[config.mk]
export PLATFORM = sky130hd
export DESIGN_NAME = chg_ledger
export DESIGN_NICKNAME = d
export VERILOG_FILES = /design/src/rtl/chg_ledger_pkg.sv /design/src/rtl/chg_nac_cnt.sv /design/src/rtl/chg_dsg_track.sv /design/src/rtl/chg_cap_learn.sv /design/src/rtl/chg_ledger.sv
export SDC_FILE = /design/constraint.sdc
export NUM_CORES = 1
export LEC_CHECK = 0
export BUFFER_PORTS_ARGS = -buffer_cell sky130_fd_sc_hd__buf_2
export CORE_MARGIN = 2
export CORE_UTILIZATION = 53
export CTS_BUF_LIST = sky130_fd_sc_hd__clkbuf_8
export CTS_CLUSTER_DIAMETER = 200
export CTS_CLUSTER_SIZE = 8
export DETAILED_ROUTE_END_ITERATION = 16
export PLACE_DENSITY_LB_ADDON = 0.08
export SETUP_SLACK_MARGIN = 0.02
export SKIP_CTS_REPAIR_TIMING = 1
export SYNTH_ARGS = -nofsm -noshare
export SYNTH_HDL_FRONTEND = slang
export SYNTH_SLANG_ARGS = --single-unit
[constraint.sdc]
create_clock -name clk_i -period 4.2 [get_ports clk_i]
set_clock_uncertainty 0.1 [all_clocks]
set_input_delay 0.84 -clock clk_i [delete_from_list [all_inputs] [get_ports clk_i]]
set_output_delay 0.84 -clock clk_i [all_outputs]
set_load 0.005 [all_outputs]
[src/rtl/chg_ledger_pkg.sv]
package chg_ledger_pkg;
  // true when cnt*16 > cap*15 (about 93.75 % of capacity)
  function automatic logic above_hi(input logic [15:0] cnt, input logic [15:0] cap);
    logic [19:0] lhs, rhs;
    lhs = {cnt, 4'b0000};
    rhs = {cap, 4'b0000} - {4'b0000, cap};
    return lhs > rhs;
  endfunction
endpackage

[src/rtl/chg_nac_cnt.sv]
module chg_nac_cnt #(
  parameter int W = 16
) (
  input  logic         clk_i,
  input  logic         rst_ni,
  input  logic         init_i,
  input  logic         preset_i,
  input  logic [W-1:0] pfc_i,
  input  logic         wr_en_i,
  input  logic [W-1:0] wr_data_i,
  input  logic         chg_i,
  input  logic         dsg_i,
  input  logic         sdsg_i,
  input  logic [W-1:0] lmd_i,
  input  logic         upd_i,
  input  logic [W-1:0] upd_cap_i,
  output logic [W-1:0] nac_o,
  output logic         up_o,
  output logic         at_full_o,
  output logic         empty_o
);
  logic [W-1:0] nac_q, nac_d;
  logic down, up_ok, dn_ok;

  assign down  = dsg_i | sdsg_i;
  assign up_ok = chg_i & ~down & (nac_q < lmd_i);
  assign dn_ok = down & ~chg_i & (nac_q != '0);

  always_comb begin
    nac_d = nac_q;
    if (init_i)       nac_d = preset_i ? pfc_i : '0;
    else if (wr_en_i) nac_d = (wr_data_i > lmd_i) ? lmd_i : wr_data_i;
    else if (upd_i)   nac_d = (nac_q > upd_cap_i) ? upd_cap_i : nac_q;
    else if (up_ok)   nac_d = nac_q + 1'b1;
    else if (dn_ok)   nac_d = nac_q - 1'b1;
  end

  always_ff @(posedge clk_i or negedge rst_ni)
    if (!rst_ni) nac_q <= '0;
    else         nac_q <= nac_d;

  assign nac_o     = nac_q;
  assign up_o      = up_ok & ~init_i & ~wr_en_i & ~upd_i;
  assign at_full_o = (nac_q == lmd_i);
  assign empty_o   = (nac_q == '0);


  nac_le_cap_chk: assert property (@(posedge clk_i) disable iff (!rst_ni)
    nac_q <= lmd_i);

  cancel_hold_chk: assert property (@(posedge clk_i) disable iff (!rst_ni)
    (chg_i && down && !init_i && !wr_en_i && !upd_i) |=> $stable(nac_q));
endmodule

[src/rtl/chg_dsg_track.sv]
module chg_dsg_track #(
  parameter int W        = 16,
  parameter int SD_LIMIT = 4096,
  localparam int SD_W    = $clog2(SD_LIMIT + 1)
) (
  input  logic            clk_i,
  input  logic            rst_ni,
  input  logic            init_i,
  input  logic            dsg_i,
  input  logic            sdsg_i,
  input  logic            at_full_i,
  input  logic            empty_i,
  input  logic            vchg_i,
  input  logic            edv1_i,
  input  logic            cold_i,
  output logic [W-1:0]    dcr_o,
  output logic [SD_W-1:0] sdcr_o,
  output logic            vdq_o
);
  localparam logic [SD_W-1:0] SD_MAX = SD_W'(SD_LIMIT);

  logic [W-1:0]    dcr_q, dcr_d;
  logic [SD_W-1:0] sdcr_q, sdcr_d;
  logic            vdq_q, vdq_d;
  logic            dcr_inc, sd_inc;

  assign sd_inc  = sdsg_i & ~empty_i;
  assign dcr_inc = dsg_i | sd_inc;

  always_comb begin
    dcr_d  = dcr_q;
    sdcr_d = sdcr_q;
    vdq_d  = vdq_q;
    if (init_i) begin
      dcr_d  = '0;
      sdcr_d = '0;
      vdq_d  = 1'b0;
    end else begin
      if (at_full_i)                  dcr_d = W'(dcr_inc);
      else if (dcr_inc && dcr_q != '1) dcr_d = dcr_q + 1'b1;
      if (at_full_i)                        sdcr_d = SD_W'(sd_inc);
      else if (sd_inc && sdcr_q < SD_MAX)   sdcr_d = sdcr_q + 1'b1;
      if (vchg_i || (edv1_i && cold_i) || sdcr_q >= SD_MAX) vdq_d = 1'b0;
      else if (dsg_i && at_full_i)                          vdq_d = 1'b1;
    end
  end

  always_ff @(posedge clk_i or negedge rst_ni)
    if (!rst_ni) begin
      dcr_q  <= '0;
      sdcr_q <= '0;
      vdq_q  <= 1'b0;
    end else begin
      dcr_q  <= dcr_d;
      sdcr_q <= sdcr_d;
      vdq_q  <= vdq_d;
    end

  assign dcr_o  = dcr_q;
  assign sdcr_o = sdcr_q;
  assign vdq_o  = vdq_q;


  dcr_sat_chk: assert property (@(posedge clk_i) disable iff (!rst_ni)
    (dcr_q == '1 && !init_i && !at_full_i) |=> dcr_q == '1);

  sdcr_cap_chk: assert property (@(posedge clk_i) disable iff (!rst_ni)
    sdcr_q <= SD_MAX);

  cold_empty_chk: assert property (@(posedge clk_i) disable iff (!rst_ni)
    (edv1_i && cold_i) |=> !vdq_q);
endmodule

[src/rtl/chg_cap_learn.sv]
module chg_cap_learn #(
  parameter int W      = 16,
  parameter int CYC_W  = 8,
  parameter int CI_TH  = 64
) (
  input  logic             clk_i,
  input  logic             rst_ni,
  input  logic             init_i,
  input  logic [W-1:0]     pfc_i,
  input  logic             vchg_i,
  input  logic             edv1_i,
  input  logic             vdq_i,
  input  logic [W-1:0]     dcr_i,
  input  logic [W-1:0]     nac_i,
  input  logic             up_i,
  output logic             upd_o,
  output logic [W-1:0]     lmd_o,
  output logic [CYC_W-1:0] cyc_o,
  output logic             ci_o,
  output logic             brp_o
);
  import chg_ledger_pkg::*;

  logic [W-1:0]     lmd_q, lmd_d;
  logic [CYC_W-1:0] cyc_q, cyc_d;
  logic ci_q, ci_d, brp_q, brp_d, edv_q, edv_d, lock_q, lock_d;
  logic hi, step, fill;

  assign hi    = above_hi(16'(nac_i), 16'(lmd_q));
  assign upd_o = vchg_i & edv_q & vdq_i;
  assign step  = vchg_i & ~(hi & lock_q) & (cyc_q != '1);
  assign fill  = up_i & (({1'b0, nac_i} + 1'b1) == {1'b0, lmd_q});

  always_comb begin
    lmd_d  = lmd_q;
    cyc_d  = cyc_q;
    ci_d   = ci_q;
    brp_d  = brp_q;
    edv_d  = edv_q;
    lock_d = lock_q;
    if (init_i) begin
      lmd_d  = pfc_i;
      cyc_d  = '0;
      ci_d   = 1'b1;
      brp_d  = 1'b1;
      edv_d  = 1'b0;
      lock_d = 1'b0;
    end else begin
      if (upd_o) begin
        lmd_d = dcr_i;
        cyc_d = '0;
        ci_d  = 1'b0;
      end else if (step) begin
        cyc_d = cyc_q + 1'b1;
        if (cyc_d >= CYC_W'(CI_TH)) ci_d = 1'b1;
      end
      if ((vchg_i && edv_q) || fill) brp_d = 1'b0;
      if (vchg_i)      edv_d = 1'b0;
      else if (edv1_i) edv_d = 1'b1;
      if (!hi)         lock_d = 1'b0;
      else if (vchg_i) lock_d = 1'b1;
    end
  end

  always_ff @(posedge clk_i or negedge rst_ni)
    if (!rst_ni) begin
      lmd_q  <= '0;
      cyc_q  <= '0;
      ci_q   <= 1'b0;
      brp_q  <= 1'b0;
      edv_q  <= 1'b0;
      lock_q <= 1'b0;
    end else begin
      lmd_q  <= lmd_d;
      cyc_q  <= cyc_d;
      ci_q   <= ci_d;
      brp_q  <= brp_d;
      edv_q  <= edv_d;
      lock_q <= lock_d;
    end

  assign lmd_o = lmd_q;
  assign cyc_o = cyc_q;
  assign ci_o  = ci_q;
  assign brp_o = brp_q;


  learn_load_chk: assert property (@(posedge clk_i) disable iff (!rst_ni)
    (upd_o && !init_i) |=> (lmd_q == $past(dcr_i)) && (cyc_q == '0) && !ci_q);

  cyc_sat_chk: assert property (@(posedge clk_i) disable iff (!rst_ni)
    (cyc_q == '1 && !upd_o && !init_i) |=> cyc_q == '1);

  init_load_chk: assert property (@(posedge clk_i) disable iff (!rst_ni)
    init_i |=> (lmd_q == $past(pfc_i)) && ci_q && brp_q && (cyc_q == '0));
endmodule

[src/rtl/chg_ledger.sv]
module chg_ledger #(
  parameter int W        = 16,
  parameter int CYC_W    = 8,
  parameter int CI_TH    = 64,
  parameter int SD_LIMIT = 4096,
  localparam int SD_W    = $clog2(SD_LIMIT + 1)
) (
  input  logic             clk_i,
  input  logic             rst_ni,
  input  logic             init_i,
  input  logic             preset_i,
  input  logic [W-1:0]     pfc_i,
  input  logic             chg_i,
  input  logic             dsg_i,
  input  logic             sdsg_i,
  input  logic             vchg_i,
  input  logic             edv1_i,
  input  logic             cold_i,
  input  logic             wr_en_i,
  input  logic [W-1:0]     wr_data_i,
  output logic [W-1:0]     nac_o,
  output logic [W-1:0]     dcr_o,
  output logic [SD_W-1:0]  sdcr_o,
  output logic [W-1:0]     lmd_o,
  output logic [CYC_W-1:0] cyc_o,
  output logic             vdq_o,
  output logic             ci_o,
  output logic             brp_o
);
  logic up, at_full, empty, upd;

  chg_nac_cnt #(.W(W)) u_nac (
    .clk_i, .rst_ni, .init_i, .preset_i, .pfc_i, .wr_en_i, .wr_data_i,
    .chg_i, .dsg_i, .sdsg_i, .lmd_i(lmd_o), .upd_i(upd), .upd_cap_i(dcr_o),
    .nac_o, .up_o(up), .at_full_o(at_full), .empty_o(empty)
  );

  chg_dsg_track #(.W(W), .SD_LIMIT(SD_LIMIT)) u_dsg (
    .clk_i, .rst_ni, .init_i, .dsg_i, .sdsg_i, .at_full_i(at_full),
    .empty_i(empty), .vchg_i, .edv1_i, .cold_i, .dcr_o, .sdcr_o, .vdq_o
  );

  chg_cap_learn #(.W(W), .CYC_W(CYC_W), .CI_TH(CI_TH)) u_cap (
    .clk_i, .rst_ni, .init_i, .pfc_i, .vchg_i, .edv1_i, .vdq_i(vdq_o),
    .dcr_i(dcr_o), .nac_i(nac_o), .up_i(up), .upd_o(upd), .lmd_o, .cyc_o,
    .ci_o, .brp_o
  );
endmodule

==> impl_metrics.ini <==
[status]
status = complete, but fails checks
violations = negative setup slack

[logic_synthesis]
synth_cell_types = 76
synth-compound-area-share = 0.212
synthAdderAreaFrac = 0.168
synth-xor-area-share = 0.0877
syn_nets = 980
synth_area_per_cell_um2 = 8.55
ys.flop_type = dfrtp_1
synth_top_family_by_area = compound AO/OA/AOI/OAI gates
ys_warn_count = 0
ys_seq_elements = 74
yosysSeqAreaShare = 0.258
synthArstFlopShare = 1.00
synth-simple-area-share = 0.187
synth_mux_area_frac = 0.0447
synth-edff-count = 0
postSynthCellCount = 841
syn_area_um2 = 7190

[timing]
worstMarginPinSlew_ns = 0.974
finalHoldViolations = 0
setup_viol_count_final = 3
maxSlewHeadroom = 0.350
period_minus_slack_ns = 4.33
slew_violations = 0
rsz0062_at_grt = true
setup_ws_ns = -0.132
fmax_mhz = 231
fin_hold_ws_ns = 0.402
post-route-period-util = 1.03

[cells_and_area]
drive_gt1_frac = 0.267
fin_util = 0.677
layout_common_cells = 113 x buf_2, 99 x buf_4, 91 x ha_1
fin_nets = 1177
fin_cells = 1219
diodes = 0
mostFrequentLayoutCell = buf_2
area_growth_pct = 24.6

[clocking]
cts_buffers = 9
clockBufferDepth = 2
clk_pin_slew_ns = 0.08
cts_tree = done
clk_latency_ns = 0.36
htree_levels = 3
clock_sinks = 74
ctsRootBufferMaster = clkbuf_8

[floorplan]
start_util = 0.543
dieArea_um2 = 14500
die_h_um = 120
ioPinCount = 115
rows = 42
core_um2 = 13200
die_w_um = 120

[power_and_ir_drop]
p_per_area_nw_per_um2 = 405
power_w = 0.00362
ir_drop_uv = 236
leakagePower_nw = 4.29

[min_path]
hp-start = u_dsg.sdcr_o[12]
hold_path.class = flop to flop
min_path_cells = 1
hold_path_end = u_dsg.vdq_o

[setup_path]
r2r_setup_slack_ns = -0.13
reg2reg_depth = 18
critPathMaxFanout = 3
cp-start-kind = flop
timing.rr.end = u_cap.cyc_o[5]
worstPathArrival_ns = 4.52
crit_start = u_cap.lmd_o[6]
crit_required_ns = 4.39
path_class = flop to flop
end_kind = flop
reg2reg_from = u_cap.lmd_o[6]

[placed_design]
dp.cells = 1198
place_congestion = 1.00
dp_hpwl_um = 18900
io_buffers = 114

[global_route]
antenna_found_initial = 0
grt_overflow = 0
grt.total_usage = 0.331
grt_pass1_vias = 7311
grt_start_max_net_pins = 75
grt_pass1_wl_um = 37400

[detailed_routing]
viasPerCell = 6.13
routed_wl_um = 24000
ant_nets = 0
drtPass1Iterations = 5
drtIter0Drc = 735
wl_per_cell_um = 19.7
drc_errors = 0
routed-via-count = 7469

[job]
max-cap-violations = 0
[worst max-delay path: stages (launching register included)]
cell and delay, ns:
dfrtp_1 0.41, inv_2 0.09, ha_4 0.20, a21o_1 0.17, a21o_1 0.18, a221oi_2 0.28
o21ai_2 0.09, o311a_1 0.35, or4_4 0.46, nor2_4 0.13, xnor2_1 0.07, ha_1 0.30
nand4_1 0.12, nor2_2 0.16, nand4_1 0.14, and2_4 0.18, a21bo_4 0.22, or4_1 0.47
a21boi_1 0.13
[registers in the layout, summed over array words and instances (netlist names)]
name / cells
u_dsg.sdcr_o: 13
u_cap.lock_q: 1
u_cap.cyc_o: 8
u_cap.ci_o: 1
u_nac.nac_o: 16
u_cap.lmd_o: 16
u_dsg.dcr_o: 16
u_dsg.vdq_o: 1
u_cap.brp_o: 1
u_cap.edv_q: 1
[final cells by class]
class	count	area [µm²]
Multi-Input combinational cell	693	5150
Timing Repair Buffer	215	1340
Fill cell	1141	4280
Clock inverter	6	90.1
Inverter	45	169
Clock buffer	10	138
Sequential cell	74	1850
Tap cell	176	220
[how the worst max path moves through the flow]
| stage | to | slack (ns) | depth (start not counted) |
|---|---|---|---|
| after floorplan | u_cap.cyc_o[5] | -0.08 | 19 |
| after global placement | u_cap.cyc_o[5] | -0.03 | 18 |
| after detailed placement | u_cap.cyc_o[5] | -0.19 | 18 |
| after CTS | u_cap.cyc_o[5] | -0.20 | 18 |
| after global routing | u_cap.cyc_o[5] | -0.28 | 18 |
| final | u_cap.cyc_o[5] | -0.13 | 18 |
[metal layers]
layer	track usage	vias to the layer above	wire, µm
met5	0	-	0
met4	0.148	0	901
met3	0.0604	54	1660
met2	0.537	300	11300
met1	0.429	3598	10100
li1	-	3517	-
[Yosys cell counts, types with 5 or more instances]
cell type	instances	area, µm²
a2111oi_0	6	52.6
a211oi_1	9	67.6
a21o_1	23	173
a21oi_1	63	315
a221o_1	5	50.1
a31oi_1	5	31.3
and3_1	6	37.5
clkbuf_1	18	67.6
dfrtp_1	74	1850
ha_1	95	1190
inv_1	45	169
mux2_2	9	101
mux2i_1	22	220
nand2_1	53	199
nand2b_1	8	50.1
nand3_1	29	145
nand4_1	25	156
nor2_1	78	293
nor2b_1	11	68.8
nor3_1	18	90.1
nor4_1	11	68.8
o211ai_1	9	67.6
o21ai_0	46	230
o31a_1	5	43.8
or3_1	9	56.3
xnor2_1	48	420
xor2_1	24	210
[kinds of logic after synthesis]
logic type | after synthesis
AND/OR/NAND/NOR | 268
AO/OA/AOI/OAI | 226
adder cells (fa/ha/maj) | 96
buffers and inverters | 74
flip-flops | 74
XOR/XNOR | 72
multiplexers | 31
[stage by stage]
step	area (µm²)	TNS, ns	setup WS, ns
final	8960	-0.167	-0.132
after global placement	8590	-0.0298	-0.0298
after global routing	8960	-1.26	-0.275
after CTS	8820	-0.492	-0.202
after floorplan	7210	-0.0794	-0.0794
after detailed placement	8590	-0.422	-0.187
[power by group]
part | internal (W) | switching (W)
clock | 0.000352 | 0.000292
combinational | 0.000984 | 0.00116
sequential | 0.000778 | 0.0000550
total | 0.00211 | 0.00151
Power figures use the tool's default switching activity.
